File: src/rtl/e1ras_pkg.sv
package e1ras_pkg;
  typedef enum logic [1:0] {
    ALIGN_FRAME  = 2'b00,
    ALIGN_CRC    = 2'b01,
    ALIGN_SIG    = 2'b10,
    ALIGN_FRAME2 = 2'b11
  } align_sel_e;

  localparam int unsigned NUM_MF = 2;
  localparam int unsigned MF_CRC = 0;
  localparam int unsigned MF_SIG = 1;
endpackage

File: src/rtl/e1ras_bit_ctr.sv
module e1ras_bit_ctr #(
  parameter int unsigned FRAME_BITS = 256
) (
  input  logic clk,
  input  logic rst,
  input  logic frame_start,
  output logic boundary,
  output logic first_fs
);
  localparam int unsigned BIT_W = (FRAME_BITS > 1) ? $clog2(FRAME_BITS) : 1;
  localparam logic [BIT_W-1:0] LAST = BIT_W'(FRAME_BITS - 1);

  logic             locked_q;
  logic [BIT_W-1:0] bit_q;
  logic             wrap;

  assign wrap     = locked_q && (bit_q == LAST);
  assign boundary = frame_start || wrap;
  assign first_fs = frame_start && !locked_q;

  always_ff @(posedge clk) begin
    if (rst) begin
      locked_q <= 1'b0;
      bit_q    <= '0;
    end else if (frame_start) begin
      locked_q <= 1'b1;
      bit_q    <= '0;
    end else if (locked_q) begin
      bit_q <= wrap ? '0 : bit_q + 1'b1;
    end
  end
endmodule

File: src/rtl/e1ras_mf_ctr.sv
module e1ras_mf_ctr #(
  parameter int unsigned MF_FRAMES = 16
) (
  input  logic clk,
  input  logic rst,
  input  logic boundary,
  input  logic first_fs,
  input  logic frame_start,
  input  logic resync,
  input  logic enable,
  output logic at_first
);
  localparam int unsigned MF_W = (MF_FRAMES > 1) ? $clog2(MF_FRAMES) : 1;
  localparam logic [MF_W-1:0] LAST = MF_W'(MF_FRAMES - 1);

  logic [MF_W-1:0] cnt_q;
  logic [MF_W-1:0] cnt_nxt;
  logic            reload;

  assign reload = first_fs || (frame_start && resync && enable);

  always_comb begin
    cnt_nxt = cnt_q;
    if (boundary) begin
      if (reload)              cnt_nxt = '0;
      else if (cnt_q == LAST)  cnt_nxt = '0;
      else                     cnt_nxt = cnt_q + 1'b1;
    end
  end

  assign at_first = (cnt_nxt == '0);

  always_ff @(posedge clk) begin
    if (rst) cnt_q <= '0;
    else     cnt_q <= cnt_nxt;
  end
endmodule

File: src/rtl/e1ras_strobe_sel.sv
module e1ras_strobe_sel
  import e1ras_pkg::*;
(
  input  logic       clk,
  input  logic       rst,
  input  logic       boundary,
  input  logic [1:0] sel,
  input  logic       crc_first,
  input  logic       sig_first,
  output logic       strobe_q
);
  align_sel_e mode;
  logic       hit;

  assign mode = align_sel_e'(sel);

  always_comb begin
    unique case (mode)
      ALIGN_CRC: hit = crc_first;
      ALIGN_SIG: hit = sig_first;
      default:   hit = 1'b1;
    endcase
  end

  always_ff @(posedge clk) begin
    if (rst) strobe_q <= 1'b0;
    else     strobe_q <= boundary && hit;
  end
endmodule

File: src/rtl/e1_rx_align_strobe.sv
module e1_rx_align_strobe
  import e1ras_pkg::*;
#(
  parameter int unsigned FRAME_BITS = 256,
  parameter int unsigned MF_FRAMES  = 16
) (
  input  logic       clk,
  input  logic       rst,
  input  logic       frame_start,
  input  logic       crc_resync,
  input  logic       sig_resync,
  input  logic       crc_mf_en,
  input  logic       sig_mf_en,
  input  logic [1:0] align_sel,
  output logic       align_strobe
);
  logic              boundary;
  logic              first_fs;
  logic [NUM_MF-1:0] resync_v;
  logic [NUM_MF-1:0] enable_v;
  logic [NUM_MF-1:0] at_first_v;

  assign resync_v[MF_CRC] = crc_resync;
  assign resync_v[MF_SIG] = sig_resync;
  assign enable_v[MF_CRC] = crc_mf_en;
  assign enable_v[MF_SIG] = sig_mf_en;

  e1ras_bit_ctr #(.FRAME_BITS(FRAME_BITS)) u_bit (
    .clk         (clk),
    .rst         (rst),
    .frame_start (frame_start),
    .boundary    (boundary),
    .first_fs    (first_fs)
  );

  for (genvar g = 0; g < NUM_MF; g++) begin : g_mf
    e1ras_mf_ctr #(.MF_FRAMES(MF_FRAMES)) u_mf (
      .clk         (clk),
      .rst         (rst),
      .boundary    (boundary),
      .first_fs    (first_fs),
      .frame_start (frame_start),
      .resync      (resync_v[g]),
      .enable      (enable_v[g]),
      .at_first    (at_first_v[g])
    );
  end

  e1ras_strobe_sel u_sel (
    .clk       (clk),
    .rst       (rst),
    .boundary  (boundary),
    .sel       (align_sel),
    .crc_first (at_first_v[MF_CRC]),
    .sig_first (at_first_v[MF_SIG]),
    .strobe_q  (align_strobe)
  );
endmodule

File: config.mk
export PLATFORM = sky130hd
export DESIGN_NAME = e1_rx_align_strobe
export DESIGN_NICKNAME = d
export VERILOG_FILES = /design/src/rtl/e1ras_pkg.sv /design/src/rtl/e1ras_bit_ctr.sv /design/src/rtl/e1ras_mf_ctr.sv /design/src/rtl/e1ras_strobe_sel.sv /design/src/rtl/e1_rx_align_strobe.sv
export SDC_FILE = /design/constraint.sdc
export NUM_CORES = 1
export LEC_CHECK = 0
export ABC_AREA = 1
export BUFFER_PORTS_ARGS = -buffer_cell sky130_fd_sc_hd__buf_2
export CORE_MARGIN = 10
export CORE_UTILIZATION = 48
export CTS_CLUSTER_SIZE = 16
export DETAILED_ROUTE_END_ITERATION = 6
export PLACE_DENSITY = 0.65
export SYNTH_ARGS = -nofsm -noshare
export SYNTH_HDL_FRONTEND = slang
export SYNTH_SLANG_ARGS = --single-unit
File: constraint.sdc
create_clock -name clk -period 1.82 [get_ports clk]
set_clock_uncertainty 0.1 [all_clocks]
set_input_delay 0.364 -clock clk [delete_from_list [all_inputs] [get_ports clk]]
set_output_delay 0.364 -clock clk [all_outputs]
set_load 0.05 [all_outputs]
Yosys cells after proc, flatten, opt, wreduce, memory -nomap -nowiden

Index checks and enable logic that the tools add are counted.

Bits in registers: 18

Add/subtract/negate cells: 3
Equality and inequality tests: 5
Multiplexer cells: 8
Reductions and logical operators: 14

Operator list:

| kind                                                                   | count |
|---|---|
| 4-bit two-way mux                                                      | 6 |
| 4-bit by 1-bit adder with 4-bit output (second input constant)         | 2 |
| 8-bit by 1-bit adder with 8-bit output (second input constant)         | 1 |
| 4-bit equality test (second input constant)                            | 2 |
| 8-bit equality test (second input constant)                            | 1 |
| 4-bit logical NOT                                                      | 2 |
| 8-bit two-way mux                                                      | 1 |
| 1-bit logical AND                                                      | 7 |
| 1-bit logical OR                                                       | 3 |
| 2-bit by 1-bit equality test with 1-bit output (second input constant) | 1 |
| 2-bit equality test (second input constant)                            | 1 |
| 1-bit case mux with 2 select lines                                     | 1 |
| 2-bit OR reduction                                                     | 1 |
| 1-bit logical NOT                                                      | 1 |

Logic depth before layout (Yosys ltp)

Depth in word-level cells: 8
Gate-level depth with buffers: 12

By module

Synthesis repeated with hierarchy kept, for this count alone.

Cell total of the unflattened synthesis: 153
Area, all modules: 1014.7 µm²

Modules (own cells, without submodules):

| module           | times used | cells an instance | area each (µm²) | seq. area each (µm²) |
|---|---|---|---|---|
| e1ras_mf_ctr     | 2          | 41                | 254.0           | 80.1 |
| e1ras_bit_ctr    | 1          | 58                | 420.4           | 180.2 |
| e1ras_strobe_sel | 1          | 13                | 86.3            | 20.0 |

Least setup slack after synthesis

OpenSTA, ideal clock, no wires.

Path type: register -> register
Start: register u_bit.bit_q[0]
End: register u_sel.strobe_q
Arrival time: 1292 ps
Required time: 1611 ps
Setup slack: 319 ps
Cell stages (with the launch flop): 13
Path buffers: 0
Cells stage by stage: dfxtp_1 ha_1 inv_1 nor2_2 nand3_2 nand2_2 nand2_1 nand2_1 nor2_1 nand3_1 nand3_1 nand2_1 inv_1

Word-level cells in the longest chain between the ends: 7
Elaborated cells on any way between the ends: 9
Those cells by class: eq/ne (1); mux (3); reduce/logical (5)

RTL lines:

| what                               | RTL line               | source |
|---|---|---|
| start, declared                    | e1ras_bit_ctr.sv:14    | `logic [BIT_W-1:0] bit_q;` |
| start signal, assigned             | e1ras_bit_ctr.sv:29    | `bit_q <= wrap ? '0 : bit_q + 1'b1;` |
| 8-bit equality test (*)            | e1ras_bit_ctr.sv:17    | `assign wrap = locked_q && (bit_q == LAST);` |
| 1-bit logical AND (*)              | e1ras_bit_ctr.sv:17    |  |
| 1-bit logical OR (*)               | e1ras_bit_ctr.sv:18    | `assign boundary = frame_start \|\| wrap;` |
| 4-bit two-way mux                  | e1ras_mf_ctr.sv:24     | `if (boundary) begin` |
| 4-bit logical NOT                  | e1ras_mf_ctr.sv:31     | `assign at_first = (cnt_nxt == '0);` |
| 1-bit case mux with 2 select lines | e1ras_strobe_sel.sv:18 | `unique case (mode)` |
| 1-bit logical AND (*)              | e1ras_strobe_sel.sv:27 | `else strobe_q <= boundary && hit;` |
| end signal, assigned               | e1ras_strobe_sel.sv:27 |  |
| end, declared                      | e1ras_strobe_sel.sv:10 | `output logic strobe_q` |

Every way passes the cells marked *; elsewhere a longest branch is shown, timed or not.
A chain may end at the register's enable or synchronous reset.

Worst setup path after layout

Same ends and word-level chain as after synthesis.

==> flow_summary_export.csv <==
group,metric,value,unit
outcome,status,"complete, no violations",
cts,clkTransAtPathRegs,100,ps
run,cap_violations,0,
timing,worstMarginPinSlew,373,ps
cts,cts.sinks,18,
logic_synthesis,synth_warnings,0,
timing,setup_violations,0,
die,initial_utilization,52.2,%
die,fp.dieH,66.9,um
placed_design,numPortBuffers,9,
min_path,hold_class,"in -> reg",
grt,grt_use_total,10.8,%
die,die_w,66.9,um
logic_synthesis,muxShareOfSynthArea,0,%
cells_and_area,regArea,364,um^2
routing,drt_first_pass_iters,4,
timing,timing.slew.headroom,74.9,%
routing,met1_length,889,um
min_path,hold_depth,2,
logic_synthesis,syn_area,1050,um^2
timing,hold_viol_final,0,
cts,insertion_delay,290,ps
critical_path,critPathRequiredTime,1960,ps
grt,grt_antenna_before_repair,0,
grt,overflow,0,
routing,ant_nets,0,
critical_path,rr_worst_depth,12,
timing,rsz0062_at_grt,"false",
routing,wl_met2,1130,um
cells_and_area,nNetsFinal,175,
logic_synthesis,syn_avg_cell_area,7.22,um^2
placed_design,dp_hpwl,1740,um
logic_synthesis,synthAdderAreaFrac,5.93,%
placed_design,gp_congestion,0.846,
cells_and_area,fillers,210,
routing,via_per_inst,5.15,
cells_and_area,multiInputGateArea,606,um^2
power_and_ir_drop,power.density,599,nW/um^2
routing,wl,2110,um
logic_synthesis,ys_seq_area_share,34.2,%
cts,htree_num_levels,1,
timing,finalMaxSlewViolations,0,
logic_synthesis,synth_xor_area_share,2.49,%
routing,top_layer,"met4",
grt,grt_max_degree,12,
die,ios,10,
critical_path,cp_max_fo,7,
routing,drcViolationCount,0,
logic_synthesis,synth_compound_area_share,10.6,%
critical_path,worst_setup_path_end_kind,"register",
cells_and_area,n_antenna_cell,0,
routing,routedWlPerCell,11.4,um
logic_synthesis,ys_types,29,
cells_and_area,area_delta_synth_final,11.9,%
die,num_rows,16,
timing,finalCritPeriodShare,89.6,%
cts,cts_inserted_buffers,3,
routing,vias,957,
timing,fin_crit,1630,ps
critical_path,cp_data_arrival_time,1770,ps
logic_synthesis,ys_ff_latch,18,
grt,first_global_vias,957,
die,coreArea,2020,um^2
logic_synthesis,synth_top_family_by_area,"simple AND/OR/NAND/NOR gates",
critical_path,critPathKind,"reg -> reg",
cts,clockBufferDepth,2,
critical_path,critPathLaunchType,"register",
cts,cts_tree,"yes",
logic_synthesis,synth_cells,146,
die,fp.dieArea,4470,um^2
cells_and_area,drive_above_1_share,19.5,%
routing,drt_iter0_markers,77,
routing,met3_wirelength,47,um
grt,grt_pass1_wl,3840,um
logic_synthesis,post_synth_and_or_nand_nor_area_fraction,37.2,%
power_and_ir_drop,p_leak,0.527,nW
timing,tns,0,ps
power_and_ir_drop,ir_drop,458,uV
cts,cts-root-buf,"clkbuf_4",
power_and_ir_drop,p_total,706,uW
timing,max_freq,613,MHz
cts,cts_setup_buffers,0,
logic_synthesis,synth_nets,160,
==> layout by cell type (no fill, tap or decap), drive strengths merged <==
master | synthesis | final
o21ai | 3 | 3
clkbuf | 1 | 3
a21oi | 12 | 12
nand2 | 30 | 30
ha | 5 | 5
nor4 | 1 | 1
nand3 | 17 | 17
a41oi | 1 | 1
nor3 | 3 | 3
a211oi | 1 | 1
xnor2 | 1 | 1
o21bai | 1 | 1
dfxtp | 18 | 18
nor3b | 2 | 2
a221oi | 1 | 1
nand4 | 3 | 3
xor2 | 2 | 2
buf | 2 | 13
nor2 | 22 | 22
inv | 20 | 20
==> stage by stage <==
stage	instances	utilization (%)	hold slack [ps]	instance area, um^2	setup WS (ps)
2_1_floorplan	146	-	343	1050	319
3_3_place_gp	183	56.3	358	1140	150
3_5_place_dp	183	56.3	368	1140	101
4_1_cts	186	57.4	270	1160	91.9
5_1_grt	186	58.4	279	1180	16.0
6_report	186	58.4	276	1180	190
==> cells in the mapped netlist, drive strengths merged <==
master / instances / area (um^2)
nand2: 30 / 125
nor2: 22 / 92.6
inv: 20 / 75.1
dfxtp: 18 / 360
nand3: 17 / 115
a21oi: 12 / 63.8
ha: 5 / 62.6
nand4: 3 / 18.8
nor3: 3 / 20.0
o21ai: 3 / 15.0
buf: 2 / 22.5
nor3b: 2 / 15.0
xor2: 2 / 17.5
a211oi: 1 / 7.51
a221oi: 1 / 8.76
a41oi: 1 / 8.76
clkbuf: 1 / 3.75
nor4: 1 / 6.26
o21bai: 1 / 7.51
xnor2: 1 / 8.76
==> layer usage <==
metal	up-vias	track usage [%]
met5	-	0
li1	505	-
met2	7	20.0
met4	0	6.41
met3	4	2.51
met1	441	10.7
==> power by group <==
part           leakage, nW  internal (mW)  total, mW  switching, mW
registers            0.147          0.404      0.415         0.0118
logic                0.367         0.0367     0.0942         0.0575
clock network       0.0138         0.0769      0.197          0.120
==> final cells by class <==
| cell class | count | share of cell area [%] |
|---|---|---|
| flip-flops and latches | 18 | 30.9 |
| clock buffers | 3 | 1.91 |
| inverters | 20 | 6.36 |
| well taps | 27 | 2.86 |
| repair buffers | 13 | 6.68 |
| multi-input cells | 105 | 51.3 |
==> kinds of logic (layout without fill, tap and decap cells) <==
logic type	count (synthesis)	count (layout)
compound gates	19	19
simple gates	78	78
fa+ha+maj	5	5
xor+xnor	3	3
flops	18	18
buf+inv	23	36
==> critical path: stages, from the launching register on <==
cell     delay [ps]
dfxtp_4         370
ha_1            160
inv_1            60
nor2_2          130
nand3_4         130
buf_6           170
nand3_2          60
nand2_1          50
nor2_1          100
nand3_1          80
nand3_1          80
nand2_1          50
inv_1            40
==> sequential cells by signal, indices dropped and copies added, names as in the netlist <==
signal / count
u_bit.bit_q: 8
u_sel.strobe_q: 1
g_mf.u_mf.cnt_q: 8
u_bit.locked_q: 1
==> final timing paths <==
| path | end | slack (ps) | start |
|---|---|---|---|
| worst max-delay path | u_sel.strobe_q | 190 | u_bit.bit_q[0] |
| worst max register to register | u_sel.strobe_q | 190 | u_bit.bit_q[0] |
| worst min register to register | u_bit.bit_q[0] | 370 | u_bit.bit_q[0] |
| worst min-delay path | g_mf[1].u_mf.cnt_q[2] | 280 | rst |
==> what timing repair did <==
item,in CTS,in global routing
setup endpoints to repair,0,1
hold buffers,0,0
endpoints found under the hold margin,0,0
gates resized for setup,0,5
Power figures use the tool's default switching activity.
